==> src/rtl/vs_sched_pkg.sv <==
package vs_sched_pkg;

  localparam int unsigned VS_FIRST_SC = 16;
  localparam int unsigned VS_PTR_MIN  = 17;
  localparam int unsigned VS_PTR_MAX  = 63;

  // true when subchannel sc carries vendor-specific data under pointer p
  function automatic bit slot_is_vs(int unsigned sc, int unsigned p);
    bit p_ok;
    p_ok = (p >= VS_PTR_MIN) && (p <= VS_PTR_MAX);
    return p_ok && (sc >= VS_FIRST_SC) && (sc < p);
  endfunction

  // a lane byte after the valid gate
  function automatic logic [7:0] gate_byte(logic [7:0] b, logic v);
    return v ? b : 8'h00;
  endfunction

endpackage

==> src/rtl/vs_hf_tracker.sv <==
module vs_hf_tracker #(
  parameter int IDX_W = 8
) (
  input  logic             clk,
  input  logic             rst_n,
  input  logic             bf_tick,
  input  logic             hf_sync,
  output logic [IDX_W-1:0] bf_index,
  output logic             armed,
  output logic             frame_start
);

  logic start_hf;
  logic step_bf;

  assign start_hf = bf_tick && hf_sync;
  assign step_bf  = bf_tick && !hf_sync && armed;

  always_ff @(posedge clk) begin
    if (!rst_n) begin
      bf_index    <= '0;
      armed       <= 1'b0;
      frame_start <= 1'b0;
    end else begin
      frame_start <= start_hf || step_bf;
      if (start_hf) begin
        bf_index <= '0;
        armed    <= 1'b1;
      end else if (step_bf) begin
        bf_index <= bf_index + 1'b1;
      end
    end
  end

  a_r1_wrap_to_zero: assert property (@(posedge clk) disable iff (!rst_n)
    (step_bf && (&bf_index)) |=> (bf_index == '0));

  a_r2_sync_loads_zero: assert property (@(posedge clk) disable iff (!rst_n)
    start_hf |=> (bf_index == '0) && armed);

endmodule

==> src/rtl/vs_slot_window.sv <==
module vs_slot_window
  import vs_sched_pkg::*;
#(
  parameter int               SC_W      = 6,
  parameter int               PTR_W     = 7,
  parameter int               LANES     = 4,
  parameter logic [LANES-1:0] LANE_MASK = 4'b1000
) (
  input  logic              frame_start,
  input  logic              armed,
  input  logic [SC_W-1:0]   subch,
  input  logic [PTR_W-1:0]  ptr_p,
  output logic [LANES-1:0]  ready
);

  logic in_window;

  always_comb begin
    in_window = slot_is_vs(int'(subch), int'(ptr_p));
    ready     = (frame_start && armed && in_window) ? LANE_MASK : '0;
  end

endmodule

==> src/rtl/vs_insert_pipe.sv <==
module vs_insert_pipe
  import vs_sched_pkg::*;
#(
  parameter int               LANES     = 4,
  parameter int               LAT       = 1,
  parameter logic [LANES-1:0] LANE_MASK = 4'b1000,
  localparam int              DW        = LANES * 8
) (
  input  logic              clk,
  input  logic              rst_n,
  input  logic [LANES-1:0]  ready,
  input  logic [LANES-1:0]  valid,
  input  logic [DW-1:0]     data,
  output logic [LANES-1:0]  cap_mask,
  output logic [DW-1:0]     cw_data,
  output logic [LANES-1:0]  cw_be
);

  logic [DW-1:0] gated;

  generate
    if (LAT == 0) begin : g_nolat
      assign cap_mask = ready;
    end else begin : g_lat
      logic [LANES-1:0] dly [LAT];
      always_ff @(posedge clk) begin
        if (!rst_n) begin
          for (int i = 0; i < LAT; i++) dly[i] <= '0;
        end else begin
          dly[0] <= ready;
          for (int i = 1; i < LAT; i++) dly[i] <= dly[i-1];
        end
      end
      assign cap_mask = dly[LAT-1];
    end

    for (genvar ln = 0; ln < LANES; ln++) begin : g_lane
      assign gated[ln*8 +: 8] = gate_byte(data[ln*8 +: 8], valid[ln]);

      always_ff @(posedge clk) begin
        if (!rst_n) begin
          cw_data[ln*8 +: 8] <= 8'h00;
          cw_be[ln]          <= 1'b0;
        end else begin
          cw_be[ln] <= cap_mask[ln];
          if (cap_mask[ln]) cw_data[ln*8 +: 8] <= gated[ln*8 +: 8];
        end
      end
    end
  endgenerate

  a_r8_hold_when_idle: assert property (@(posedge clk) disable iff (!rst_n)
    (cap_mask == '0) |=> (cw_be == '0) && $stable(cw_data));

  a_r6_lanes_in_mask: assert property (@(posedge clk) disable iff (!rst_n)
    (cw_be & ~LANE_MASK) == '0);

endmodule

==> src/rtl/vs_cw_sched.sv <==
module vs_cw_sched #(
  parameter int          IDX_W     = 8,
  parameter int          SC_W      = 6,
  parameter int          PTR_W     = 7,
  parameter int          LANES     = 4,
  parameter int          LAT       = 1,
  parameter logic [3:0]  LANE_MASK = 4'b1000,
  localparam int         DW        = LANES * 8
) (
  input  logic              clk,
  input  logic              rst_n,
  input  logic              bf_tick,
  input  logic              hf_sync,
  input  logic [PTR_W-1:0]  ptr_p,
  input  logic [LANES-1:0]  vs_valid,
  input  logic [DW-1:0]     vs_data,
  output logic [LANES-1:0]  vs_ready,
  output logic [IDX_W-1:0]  bf_index,
  output logic [SC_W-1:0]   subch_index,
  output logic [DW-1:0]     cw_data,
  output logic [LANES-1:0]  cw_be
);

  logic             armed;
  logic             frame_start;
  logic [LANES-1:0] cap_mask;

  vs_hf_tracker #(.IDX_W(IDX_W)) u_trk (
    .clk         (clk),
    .rst_n       (rst_n),
    .bf_tick     (bf_tick),
    .hf_sync     (hf_sync),
    .bf_index    (bf_index),
    .armed       (armed),
    .frame_start (frame_start)
  );

  assign subch_index = bf_index[SC_W-1:0];

  vs_slot_window #(
    .SC_W      (SC_W),
    .PTR_W     (PTR_W),
    .LANES     (LANES),
    .LANE_MASK (LANE_MASK[LANES-1:0])
  ) u_win (
    .frame_start (frame_start),
    .armed       (armed),
    .subch       (subch_index),
    .ptr_p       (ptr_p),
    .ready       (vs_ready)
  );

  vs_insert_pipe #(
    .LANES     (LANES),
    .LAT       (LAT),
    .LANE_MASK (LANE_MASK[LANES-1:0])
  ) u_ins (
    .clk      (clk),
    .rst_n    (rst_n),
    .ready    (vs_ready),
    .valid    (vs_valid),
    .data     (vs_data),
    .cap_mask (cap_mask),
    .cw_data  (cw_data),
    .cw_be    (cw_be)
  );

  a_r9_idle_until_sync: assert property (@(posedge clk) disable iff (!rst_n)
    !armed |-> (vs_ready == '0) && (cap_mask == '0));

  a_r4_ready_after_tick: assert property (@(posedge clk) disable iff (!rst_n)
    (vs_ready != '0) |-> $past(bf_tick));

  a_r5_bad_ptr_no_ready: assert property (@(posedge clk) disable iff (!rst_n)
    ((ptr_p < 7'd17) || (ptr_p > 7'd63)) |-> (vs_ready == '0));

endmodule

==> config.mk <==
export PLATFORM = sky130hd
export DESIGN_NAME = vs_cw_sched
export DESIGN_NICKNAME = d
export VERILOG_FILES = /design/src/rtl/vs_sched_pkg.sv /design/src/rtl/vs_hf_tracker.sv /design/src/rtl/vs_slot_window.sv /design/src/rtl/vs_insert_pipe.sv /design/src/rtl/vs_cw_sched.sv
export SDC_FILE = /design/constraint.sdc
export NUM_CORES = 1
export LEC_CHECK = 0
export ABC_AREA = 1
export ABC_CLOCK_PERIOD_IN_PS = 1150
export BUFFER_PORTS_ARGS = -buffer_cell sky130_fd_sc_hd__buf_2
export CELL_PAD_IN_SITES_DETAIL_PLACEMENT = 0
export CELL_PAD_IN_SITES_GLOBAL_PLACEMENT = 1
export CORE_ASPECT_RATIO = 0.8
export CORE_UTILIZATION = 23
export DETAILED_ROUTE_END_ITERATION = 12
export GPL_ROUTABILITY_DRIVEN = 0
export PLACE_DENSITY = 0.86
export SLEW_MARGIN = 10
export SYNTH_ARGS = -nofsm -noshare
export SYNTH_HDL_FRONTEND = slang
export SYNTH_SLANG_ARGS = --single-unit
==> constraint.sdc <==
create_clock -name clk -period 1.15 [get_ports clk]
set_input_delay 0.1725 -clock clk [delete_from_list [all_inputs] [get_ports clk]]
set_output_delay 0.1725 -clock clk [all_outputs]
set_load 0.02 [all_outputs]
==> flow_summary_export.csv <==
group,metric,value,unit
sta,setup_slack,-0.437,ns
die,core.rowCount,23,
layout,antennaDiodeCount,0,
setup_path,r2r.worst_path.cells,13,
grt,grt_pass1_wl,4380,microns
sta,hold_viol,0,
drt,drt_wl_total,2850,microns
power,comb_power_share,0.140,
power,switchingPower,390,uW
drt,dr.pass1.iters,4,
hold_path,min_from,"rst_n",
die,core,5180,sq um
die,fp.dieH,68.6,microns
outcome,failed_checks,"setup timing",
sta,whs,0.138,ns
power,total_power,1510,uW
setup_path,start_kind,"register",
drt,drc,0,
power,p_leak,0.000887,uW
drt,ant_nets,0,
sta,setup_viol,5,
sta,fin_crit,1.59,ns
setup_path,r2r_setup_slack,-0.32,ns
clock_tree,cts_tree,"built",
clock_tree,htreeDepth,1,
hold_path,hold_depth,3,
clock_tree,cts-buffers-inserted,3,
power,pwr-share-clk,0.401,
die,io_pins,101,
setup_path,worst_ep_arrival_time,1.41,ns
grt,antenna_found_initial,0,
setup_path,critPathMaxFanout,2,
power,internal-power,1120,uW
synth,yosysSeqAreaShare,0.314,
grt,globalRouteTotalUtil,0.0939,
sta,fin_crit_sh,1.38,
synth,synthesis.area,1280,sq um
power,switching_share,0.258,
layout,area_growth,39.3,%
sta,drv_slew,0,
setup_path,reg2reg_from,"u_trk.bf_index[2]",
synth,synth.distinct_cells,21,
job,max-cap-violations,0,
grt,grt_max_degree,13,
grt,grt_pass1_vias,991,
layout,nFillCells,571,
placed_design,portBuffers,43,
power,p_seq_frac,0.459,
sta,grt_setup_unrepaired,"yes",
layout,layout_common_cells,"39 x buf_2, 38 x nand2_1, 30 x conb_1, 17 x inv_1, 14 x a21oi_1",
outcome,status,"complete, but fails checks",
drt,drtIter0Drc,74,
setup_path,reg2reg_to,"u_ins.g_lat.dly[0][3]",
layout,fin_util,0.343,
die,dieArea,5850,sq um
power,ir_drop,0.000364,V
clock_tree,cts_root_buffer,"clkbuf_8",
synth,syn_avg_cell_area,7.09,sq um
clock_tree,clock-sinks,20,
die,die_w,85.3,microns
power,power_density,849,nW/um^2
setup_path,criticalPathCategory,"register to output pin",
layout,drive_gt1_frac,0.421,
die,initial_core_util,0.246,
setup_path,cp-end-kind,"output pin",
layout,layout_commonest_cell,"buf_2",
drt,via_per_inst,3.89,
sta,tns,-0.765,ns
layout,fin_nets,289,
grt,overflow,0,
sta,fmax,0.630,GHz
clock_tree,insertion_delay,0.25,ns
synth,syn_inst,180,
hold_path,hold_path_end,"u_ins.cw_be[3]",
setup_path,cp_data_required_time,0.98,ns
synth,synth_seq_cells,20,
drt,detail_route.wl_per_cell,9.60,microns
sta,clock_skew,0.00140,ns
placed_design,dpl.hpwl,2250,microns
clock_tree,clock_path_buffers,2,
clock_tree,hold_buffers,0,
clock_tree,clk_pin_slew,0.08,ns
drt,vias,1156,
hold_path,min-delay-path-class,"input port to register",
synth,yosysWarningCount,0,
repair_timing:
action,in CTS,in global routing
cloned,0,0
gates resized for setup,20,20
endpoints found under the setup margin,8,13
pin swaps,6,13
setup buffers,2,4
Yosys cell counts, drive strengths merged:
cell type	number	share of area
nand2	44	0.13
nor3b	2	0.016
dfxtp	20	0.31
nor2	11	0.034
a21oi	17	0.067
nand4	2	0.0098
ha	6	0.059
inv	20	0.059
nand3	12	0.057
nand3b	2	0.012
nor3	1	0.0078
conb	1	0.0029
clkbuf	1	0.0029
o21ai	3	0.012
buf	38	0.22
power by group through the flow:
stage / registers (uW) / clock network (uW) / logic [uW]
2_1_floorplan: 711 / 0 / 219
3_3_place_gp: 708 / 0 / 196
3_5_place_dp: 709 / 0 / 198
4_1_cts: 693 / 632 / 202
5_1_grt: 694 / 656 / 235
6_report: 693 / 606 / 211
critical path: stages (launching register included):
cell	delay (ns)
dfxtp_4	0.36
ha_4	0.27
nand2_2	0.04
inv_1	0.04
nand2_1	0.04
nand2_1	0.05
nand2_1	0.05
nand2_1	0.05
nand2_1	0.05
nand2_2	0.07
inv_2	0.03
buf_6	0.12
sequential cells by signal, indices dropped and copies added, names as in the netlist:
| signal | count |
|---|---|
| u_ins.g_lat.dly | 1 |
| u_ins.cw_data | 8 |
| u_trk.frame_start | 1 |
| u_trk.armed | 1 |
| u_trk.bf_index | 8 |
| u_ins.cw_be | 1 |
worst max path at each step:
stage | to | cells after the start | slack, ns | startpoint
2_1_floorplan | vs_ready[3] | 10 | -0.09 | u_trk.bf_index[2]
3_3_place_gp | vs_ready[3] | 13 | -0.18 | ptr_p[2]
3_5_place_dp | vs_ready[3] | 13 | -0.21 | ptr_p[2]
4_1_cts | vs_ready[3] | 11 | -0.46 | u_trk.bf_index[2]
5_1_grt | vs_ready[3] | 11 | -0.52 | u_trk.bf_index[2]
6_report | vs_ready[3] | 11 | -0.44 | u_trk.bf_index[2]
metal layers:
| metal | up-vias | share of wire | GRT usage | wire [microns] |
|---|---|---|---|---|
| met5 | - | 0 | 0 | 0 |
| met4 | 0 | 0 | 0.0375 | 0 |
| met3 | 0 | 0.038 | 0.0119 | 109 |
| met2 | 29 | 0.51 | 0.164 | 1450 |
| met1 | 519 | 0.45 | 0.120 | 1300 |
| li1 | 608 | - | - | - |
cells by family after synthesis:
logic type,after synthesis,share of synthesized area
AO/OA/AOI/OAI,20,0.0784
adder cells (fa/ha/maj),6,0.0588
buffers and inverters,59,0.280
flip-flops,20,0.314
other,1,0.00294
AND/OR/NAND/NOR,74,0.266
per-stage QoR:
stage / setup WS [ns] / instances / area, sq um
floorplan: -0.0864 / 209 / 1430
global placement: -0.183 / 289 / 1550
detailed placement: -0.210 / 289 / 1550
CTS: -0.458 / 295 / 1700
global route: -0.524 / 297 / 1780
finish: -0.437 / 297 / 1780
layout make-up:
class | instances | area, sq um | area share
Multi-Input combinational cell | 130 | 737 | 0.414
Sequential cell | 20 | 422 | 0.237
Timing Repair Buffer | 61 | 398 | 0.224
Inverter | 20 | 77.6 | 0.0436
Tap cell | 62 | 77.6 | 0.0436
Clock buffer | 4 | 66.3 | 0.0373
(Power assumes the default switching activity.)
